[config.mk]
export PLATFORM = sky130hd
export DESIGN_NAME = dram_data_return
export DESIGN_NICKNAME = d
export VERILOG_FILES = /design/src/rtl/dram_ret_pkg.sv /design/src/rtl/rp_fifo.sv /design/src/rtl/rp_byte_tally.sv /design/src/rtl/rp_stamp.sv /design/src/rtl/dram_data_return.sv
export SDC_FILE = /design/constraint.sdc
export NUM_CORES = 1
export LEC_CHECK = 0
export BUFFER_PORTS_ARGS = -buffer_cell sky130_fd_sc_hd__buf_4
export CAP_MARGIN = 40
export CORE_AREA = 2 2 323 261
export DETAILED_ROUTE_END_ITERATION = 6
export DIE_AREA = 0 0 325 263
export PLACE_DENSITY = 0.49
export SYNTH_ARGS = -nofsm -noshare
export SYNTH_HDL_FRONTEND = slang
export SYNTH_SLANG_ARGS = --single-unit
[constraint.sdc]
create_clock -name clk -period 14.8 [get_ports clk]
set_clock_uncertainty 0.1 [all_clocks]
set_input_delay 2.96 -clock clk [delete_from_list [all_inputs] [get_ports clk]]
set_output_delay 2.96 -clock clk [all_outputs]
set_load 0.005 [all_outputs]
[src/rtl/dram_ret_pkg.sv]
package dram_ret_pkg;

  // Transfer direction the channel is currently turned for.
  typedef enum logic {
    DIR_READ  = 1'b0,
    DIR_WRITE = 1'b1
  } dir_e;

  // Width of a counter able to hold 0 .. depth.
  function automatic int occ_width(input int depth);
    return $clog2(depth + 1);
  endfunction

endpackage

[src/rtl/rp_fifo.sv]
module rp_fifo #(
  parameter int WIDTH = 8,
  parameter int DEPTH = 4,
  localparam int CNT_W = $clog2(DEPTH + 1)
) (
  input  logic             clk,
  input  logic             rst,
  input  logic             wr_en,
  input  logic [WIDTH-1:0] wr_data,
  input  logic             rd_en,
  output logic [WIDTH-1:0] rd_data,
  output logic [CNT_W-1:0] count
);
  localparam int PTR_W = (DEPTH > 1) ? $clog2(DEPTH) : 1;

  logic [WIDTH-1:0] mem [DEPTH];
  logic [PTR_W-1:0] wr_ptr;
  logic [PTR_W-1:0] rd_ptr;
  logic             wr_ok;
  logic             rd_ok;

  function automatic logic [PTR_W-1:0] bump(input logic [PTR_W-1:0] p);
    return (p == PTR_W'(DEPTH - 1)) ? '0 : p + PTR_W'(1);
  endfunction

  assign wr_ok = wr_en && (count != CNT_W'(DEPTH));
  assign rd_ok = rd_en && (count != '0);

  // Storage has no reset so it can map onto RAM.
  always_ff @(posedge clk) begin
    if (wr_ok) mem[wr_ptr] <= wr_data;
  end

  always_ff @(posedge clk) begin
    if (rst) begin
      wr_ptr <= '0;
      rd_ptr <= '0;
      count  <= '0;
    end else begin
      if (wr_ok) wr_ptr <= bump(wr_ptr);
      if (rd_ok) rd_ptr <= bump(rd_ptr);
      case ({wr_ok, rd_ok})
        2'b10:   count <= count + CNT_W'(1);
        2'b01:   count <= count - CNT_W'(1);
        default: count <= count;
      endcase
    end
  end

  assign rd_data = mem[rd_ptr];

endmodule

[src/rtl/rp_byte_tally.sv]
module rp_byte_tally #(
  parameter int ID_W       = 5,
  parameter int SIZE_W     = 8,
  parameter int ATOM_BYTES = 32
) (
  input  logic              clk,
  input  logic              rst,
  input  logic              upd_en,
  input  logic [ID_W-1:0]   upd_id,
  input  logic [SIZE_W-1:0] req_bytes,
  output logic              done
);
  localparam int NUM_IDS = 1 << ID_W;
  localparam int ACC_W   = SIZE_W + 1;

  logic [ACC_W-1:0] acc [NUM_IDS];
  logic [ACC_W-1:0] sum;

  // Running total including the atom being delivered now.
  assign sum  = acc[upd_id] + ACC_W'(ATOM_BYTES);
  assign done = (sum >= {1'b0, req_bytes});

  always_ff @(posedge clk) begin
    if (rst) begin
      for (int i = 0; i < NUM_IDS; i++) acc[i] <= '0;
    end else if (upd_en) begin
      acc[upd_id] <= done ? '0 : sum;
    end
  end

endmodule

[src/rtl/rp_stamp.sv]
module rp_stamp #(
  parameter int TS_W = 16
) (
  input  logic            clk,
  input  logic            rst,
  output logic [TS_W-1:0] now
);
  always_ff @(posedge clk) begin
    if (rst) now <= '0;
    else     now <= now + TS_W'(1);
  end
endmodule

[src/rtl/dram_data_return.sv]
module dram_data_return
  import dram_ret_pkg::*;
#(
  parameter int ID_W        = 5,
  parameter int SIZE_W      = 8,
  parameter int ATOM_BYTES  = 32,
  parameter int RD_LAT      = 5,
  parameter int WR_LAT      = 3,
  parameter int REPLY_DEPTH = 4,
  parameter int TS_W        = 16
) (
  input  logic              clk,
  input  logic              rst,
  input  logic              cmd_valid,
  input  logic              cmd_write,
  input  logic              cmd_wb,
  input  logic [ID_W-1:0]   cmd_id,
  input  logic [SIZE_W-1:0] cmd_bytes,
  output logic              cmd_full,
  output logic              rsp_valid,
  output logic [ID_W-1:0]   rsp_id,
  input  logic              rsp_ready,
  output logic              wb_done,
  output logic [ID_W-1:0]   wb_id
);
  localparam int DQ_DEPTH = RD_LAT + 1;
  localparam int DQ_CW    = occ_width(DQ_DEPTH);
  localparam int RQ_CW    = occ_width(REPLY_DEPTH);

  typedef struct packed {
    logic              wb;
    logic [ID_W-1:0]   id;
    logic [SIZE_W-1:0] bytes;
    logic [TS_W-1:0]   due;
  } ent_t;
  localparam int ENT_W = $bits(ent_t);

  // Mode register and latency selection
  dir_e            mode_q;
  dir_e            mode_nx;
  logic            mode_wr;
  logic [TS_W-1:0] push_lat;
  logic [TS_W-1:0] now;
  logic            push_ok;

  assign push_ok  = cmd_valid && !cmd_full;
  assign mode_nx  = push_ok ? (cmd_write ? DIR_WRITE : DIR_READ) : mode_q;
  assign push_lat = (mode_nx == DIR_WRITE) ? TS_W'(WR_LAT) : TS_W'(RD_LAT);
  assign mode_wr  = (mode_q == DIR_WRITE);

  always_ff @(posedge clk) begin
    if (rst) mode_q <= DIR_READ;
    else     mode_q <= mode_nx;
  end

  rp_stamp #(.TS_W(TS_W)) stamp_i (
    .clk (clk),
    .rst (rst),
    .now (now)
  );

  // Delay queue
  ent_t             push_ent;
  ent_t             head;
  logic [ENT_W-1:0] head_raw;
  logic [DQ_CW-1:0] dq_count;
  logic [TS_W-1:0]  slack;
  logic             head_ready;
  logic             drain;

  assign push_ent.wb    = cmd_wb;
  assign push_ent.id    = cmd_id;
  assign push_ent.bytes = cmd_bytes;
  assign push_ent.due   = now + push_lat;

  rp_fifo #(.WIDTH(ENT_W), .DEPTH(DQ_DEPTH)) delay_q_i (
    .clk     (clk),
    .rst     (rst),
    .wr_en   (push_ok),
    .wr_data (push_ent),
    .rd_en   (drain),
    .rd_data (head_raw),
    .count   (dq_count)
  );

  assign head       = ent_t'(head_raw);
  assign cmd_full   = (dq_count == DQ_CW'(DQ_DEPTH));
  // Wrap-safe "now has reached due" test on the timestamp.
  assign slack      = now - head.due;
  assign head_ready = (dq_count != '0) && !slack[TS_W-1];

  // Reply queue
  logic [RQ_CW-1:0] rq_count;
  logic             rq_full;
  logic             req_done;
  logic             rq_push;
  logic [ID_W-1:0]  rq_head;

  assign rq_full = (rq_count == RQ_CW'(REPLY_DEPTH));
  assign drain   = head_ready && !rq_full;
  assign rq_push = drain && req_done && !head.wb;

  rp_byte_tally #(
    .ID_W       (ID_W),
    .SIZE_W     (SIZE_W),
    .ATOM_BYTES (ATOM_BYTES)
  ) tally_i (
    .clk       (clk),
    .rst       (rst),
    .upd_en    (drain),
    .upd_id    (head.id),
    .req_bytes (head.bytes),
    .done      (req_done)
  );

  rp_fifo #(.WIDTH(ID_W), .DEPTH(REPLY_DEPTH)) reply_q_i (
    .clk     (clk),
    .rst     (rst),
    .wr_en   (rq_push),
    .wr_data (head.id),
    .rd_en   (rsp_ready),
    .rd_data (rq_head),
    .count   (rq_count)
  );

  assign rsp_valid = (rq_count != '0);
  assign rsp_id    = rq_head;

  // Writeback completion strobe
  always_ff @(posedge clk) begin
    if (rst) begin
      wb_done <= 1'b0;
      wb_id   <= '0;
    end else begin
      wb_done <= drain && req_done && head.wb;
      if (drain && req_done && head.wb) wb_id <= head.id;
    end
  end

endmodule

==> run metrics <==
status=finished clean; power density over cell area=178.9 nW/um2; Die ar.=85,480 um2; Pint=3.045 mW; Post-Route WL=68,480 um; Util after Layout=34.40%; # DRC=0; clk slew on worst S/H paths=0.06 ns; DIE HEIGHT=263 um; maximum clock path buffer count=3; Worst Path Max Fanout=59; RSZ-0062 raised after global routing=false; Layout Cells excl Fill=3,055; MaxCap Viol Count=0; overall power=5.045 mW; Yosys reg bits=532; DR vias/cell=5.122; Syn Area/Cell=13.11 um2; Sum Neg Setup Slack=0 ns; initial antenna violation count=0; Mapped Cells=1,873; Post-DP HPWL=42,300 um; WS Path Type=reg2reg; Slew @ Worst Pin=1.029 ns; Hold Vio Cnt, Final=0; startpoint class of the critical path=register; ANT cells=0; worst hold margin=0.3824 ns; area occupied by multi-input gates=8401 um2; Post-synth EDFFs=488; post-cts resize count=0; Leak Pwr=9.415 nW; detail-routed net length per standard cell=22.42 um; layout cells sized above 1=21.63%; Combinational Power Share=35.8%; Yosys warning count=0; sw frac=39.65%; Crit. End Element=register; core area=81,980 um2; Final Max Slew Viols=0; gr usage total=15.87%; most common cell after layout, fill and taps aside=edfxtp_1; slowest stage delay, CP=0.74 ns; Synth Cell Area=24,550 um2; CTS tree=yes; GPL Wtd Cong=0.8707; H-tree lvl count=2; switching power=2.000 mW; Nets=1,958; setup bufs post-CTS=0; Tmin final=7.750 ns; endpoints failing setup=0; vias in the first global route=15,350; ys async rst share=0%; pin count of the biggest net entering global routing=60; DR pass1 iterations=5; period utilisation layout=52.36%; Hold-fix buffers, CTS=0; Die X=325 um; ANT nets after route=0; FF+latch area=15,540 um2; relative max-transition margin=31.38%; 1st-iter DRT viols=1,592; Worst-Skew Late Latency=0.64 ns; Slowest-stage cell, CP=buf_4; most frequent cells in the layout=edfxtp_1, nand2_1, nor3_2; FMAX=129.0 MHz; total clock sinks=532; global-route wire length before repair=103,300 um; I/O pin cnt=32; CP most frequent cell=a21o_1; vias=15,650; effective utilization at floorplan=29.95%; CTS root buffer=clkbuf_16; number of I/O port buffers=31; sequential share of power=35.2%; Fill cells=7,972; dpl cells=2,948; CTS buffer count=57; Tightest Hold Check Type=reg2reg; part of the Yosys area used for sequential elements=63.28%; Arr. time, crit path=8.20 ns; row cnt=94; Clock Power Share=29.0%; Unique masters post-synth=68; Main synth FF type=edfxtp_1; VDD IR max=0.1211 mV; gr ovfl total=0; Area Overhead vs Synth=14.86%; CP Data Required Time=15.25 ns
## Yosys cell counts, drive strengths merged (2+ instances only)
master | n | share of area [%]
edfxtp | 488 | 60
a21oi | 71 | 1.4
or2 | 6 | 0.15
mux2 | 9 | 0.41
xor2 | 18 | 0.64
o21bai | 18 | 0.55
ha | 33 | 1.7
nor2 | 69 | 1.1
and3 | 58 | 1.5
nand3 | 83 | 1.7
nor4 | 23 | 0.64
o21ai | 16 | 0.33
nand4b | 3 | 0.11
o31ai | 2 | 0.061
a31oi | 23 | 0.59
or4 | 3 | 0.092
and4 | 2 | 0.071
dfxtp | 44 | 3.6
nor3b | 18 | 0.92
a221oi | 8 | 0.29
nor3 | 208 | 6.7
nand4 | 11 | 0.28
nand2 | 231 | 3.6
o221ai | 2 | 0.071
a21o | 28 | 0.86
a211oi | 5 | 0.15
buf | 88 | 1.9
a22oi | 2 | 0.061
or3 | 13 | 0.33
mux4 | 37 | 3.4
o21a | 2 | 0.061
a32oi | 3 | 0.11
nand2b | 4 | 0.10
a41oi | 5 | 0.18
fa | 3 | 0.24
inv | 32 | 0.49
clkbuf | 76 | 1.2
xnor2 | 14 | 0.50
nor2b | 4 | 0.10
mux2i | 61 | 2.6
a311oi | 15 | 0.54
o211ai | 10 | 0.31
o22ai | 9 | 0.23
## worst paths after layout
kind	start	to	slack [ns]	cells past startpoint
worst min-delay path	delay_q_i.wr_ptr[0]$_SDFFE_PP0P_	delay_q_i.wr_ptr[0]$_SDFFE_PP0P_	0.38	2
worst max register to register	register	reply_q_i.count[2]$_SDFFE_PP0P_	7.05	29
worst max-delay path	register	reply_q_i.count[2]$_SDFFE_PP0P_	7.05	29
worst min register to register	delay_q_i.wr_ptr[0]$_SDFFE_PP0P_	delay_q_i.wr_ptr[0]$_SDFFE_PP0P_	0.38	2
## logic make-up after synthesis
logic type	Yosys count	share of synthesized area [%]
AND/OR/NAND/NOR	740	17.44
adder cells (fa/ha/maj)	36	1.927
AO/OA/AOI/OAI	229	6.198
flip-flops	532	63.28
XOR/XNOR	32	1.142
multiplexers	107	6.397
other	1	0.01528
buffers and inverters	196	3.603
## critical path: cells and delay by family, from the launching register on
kind                       cells  cell delay, ns
AOI/OAI and AO/OA              9            1.71
xor gates and xnor gates       1            0.15
adders and majority gates      3            0.83
buffers and inverters          7            2.43
DFF                            1            0.29
muxes                          1            0.38
and+or+nand+nor                8            1.68
## flip-flops by register name (all words and copies together) (netlist names), named ones only
| register | flops |
|---|---|
| wb_done | 1 |
| reply_q_i.rd_ptr | 2 |
| mode_q | 1 |
| delay_q_i.wr_ptr | 3 |
| reply_q_i.mem | 20 |
| delay_q_i.rd_ptr | 3 |
| reply_q_i.wr_ptr | 2 |
| tally_i.acc | 288 |
| reply_q_i.count | 3 |
| stamp_i.now | 16 |
| wb_id | 5 |
| delay_q_i.count | 3 |
| delay_q_i.mem | 180 |
## per-layer routing
layer	up-vias	GRT usage [%]	wire [um]
met5	-	0	0
met3	82	2.901	4233
met4	0	4.017	1297
met1	8010	23.85	33100
li1	7092	-	-
met2	463	23.43	29850
## metrics by stage
stage | instance area (um2) | setup WS, ns
2_1_floorplan | 24660 | 8.808
3_3_place_gp | 26020 | 7.113
3_5_place_dp | 26280 | 7.088
4_1_cts | 28200 | 7.033
5_1_grt | 28200 | 6.557
6_report | 28200 | 7.050
## cell type report
class | instances | area share, %
multi-input combinational | 1176 | 29.79
clock inverter | 30 | 1.194
inverter | 32 | 0.4349
sequential | 532 | 55.11
tap | 1104 | 4.899
clock buffer | 77 | 5.613
timing repair buffer | 104 | 2.951
## power groups by stage
stage	logic (mW)	clock network [mW]	registers [mW]
2_1_floorplan	1.19	0	1.78
3_3_place_gp	1.77	0	1.80
3_5_place_dp	1.80	0	1.81
4_1_cts	1.81	1.49	1.77
5_1_grt	1.94	1.55	1.78
6_report	1.81	1.46	1.77
Note: power is estimated with default switching activity, not from simulation.
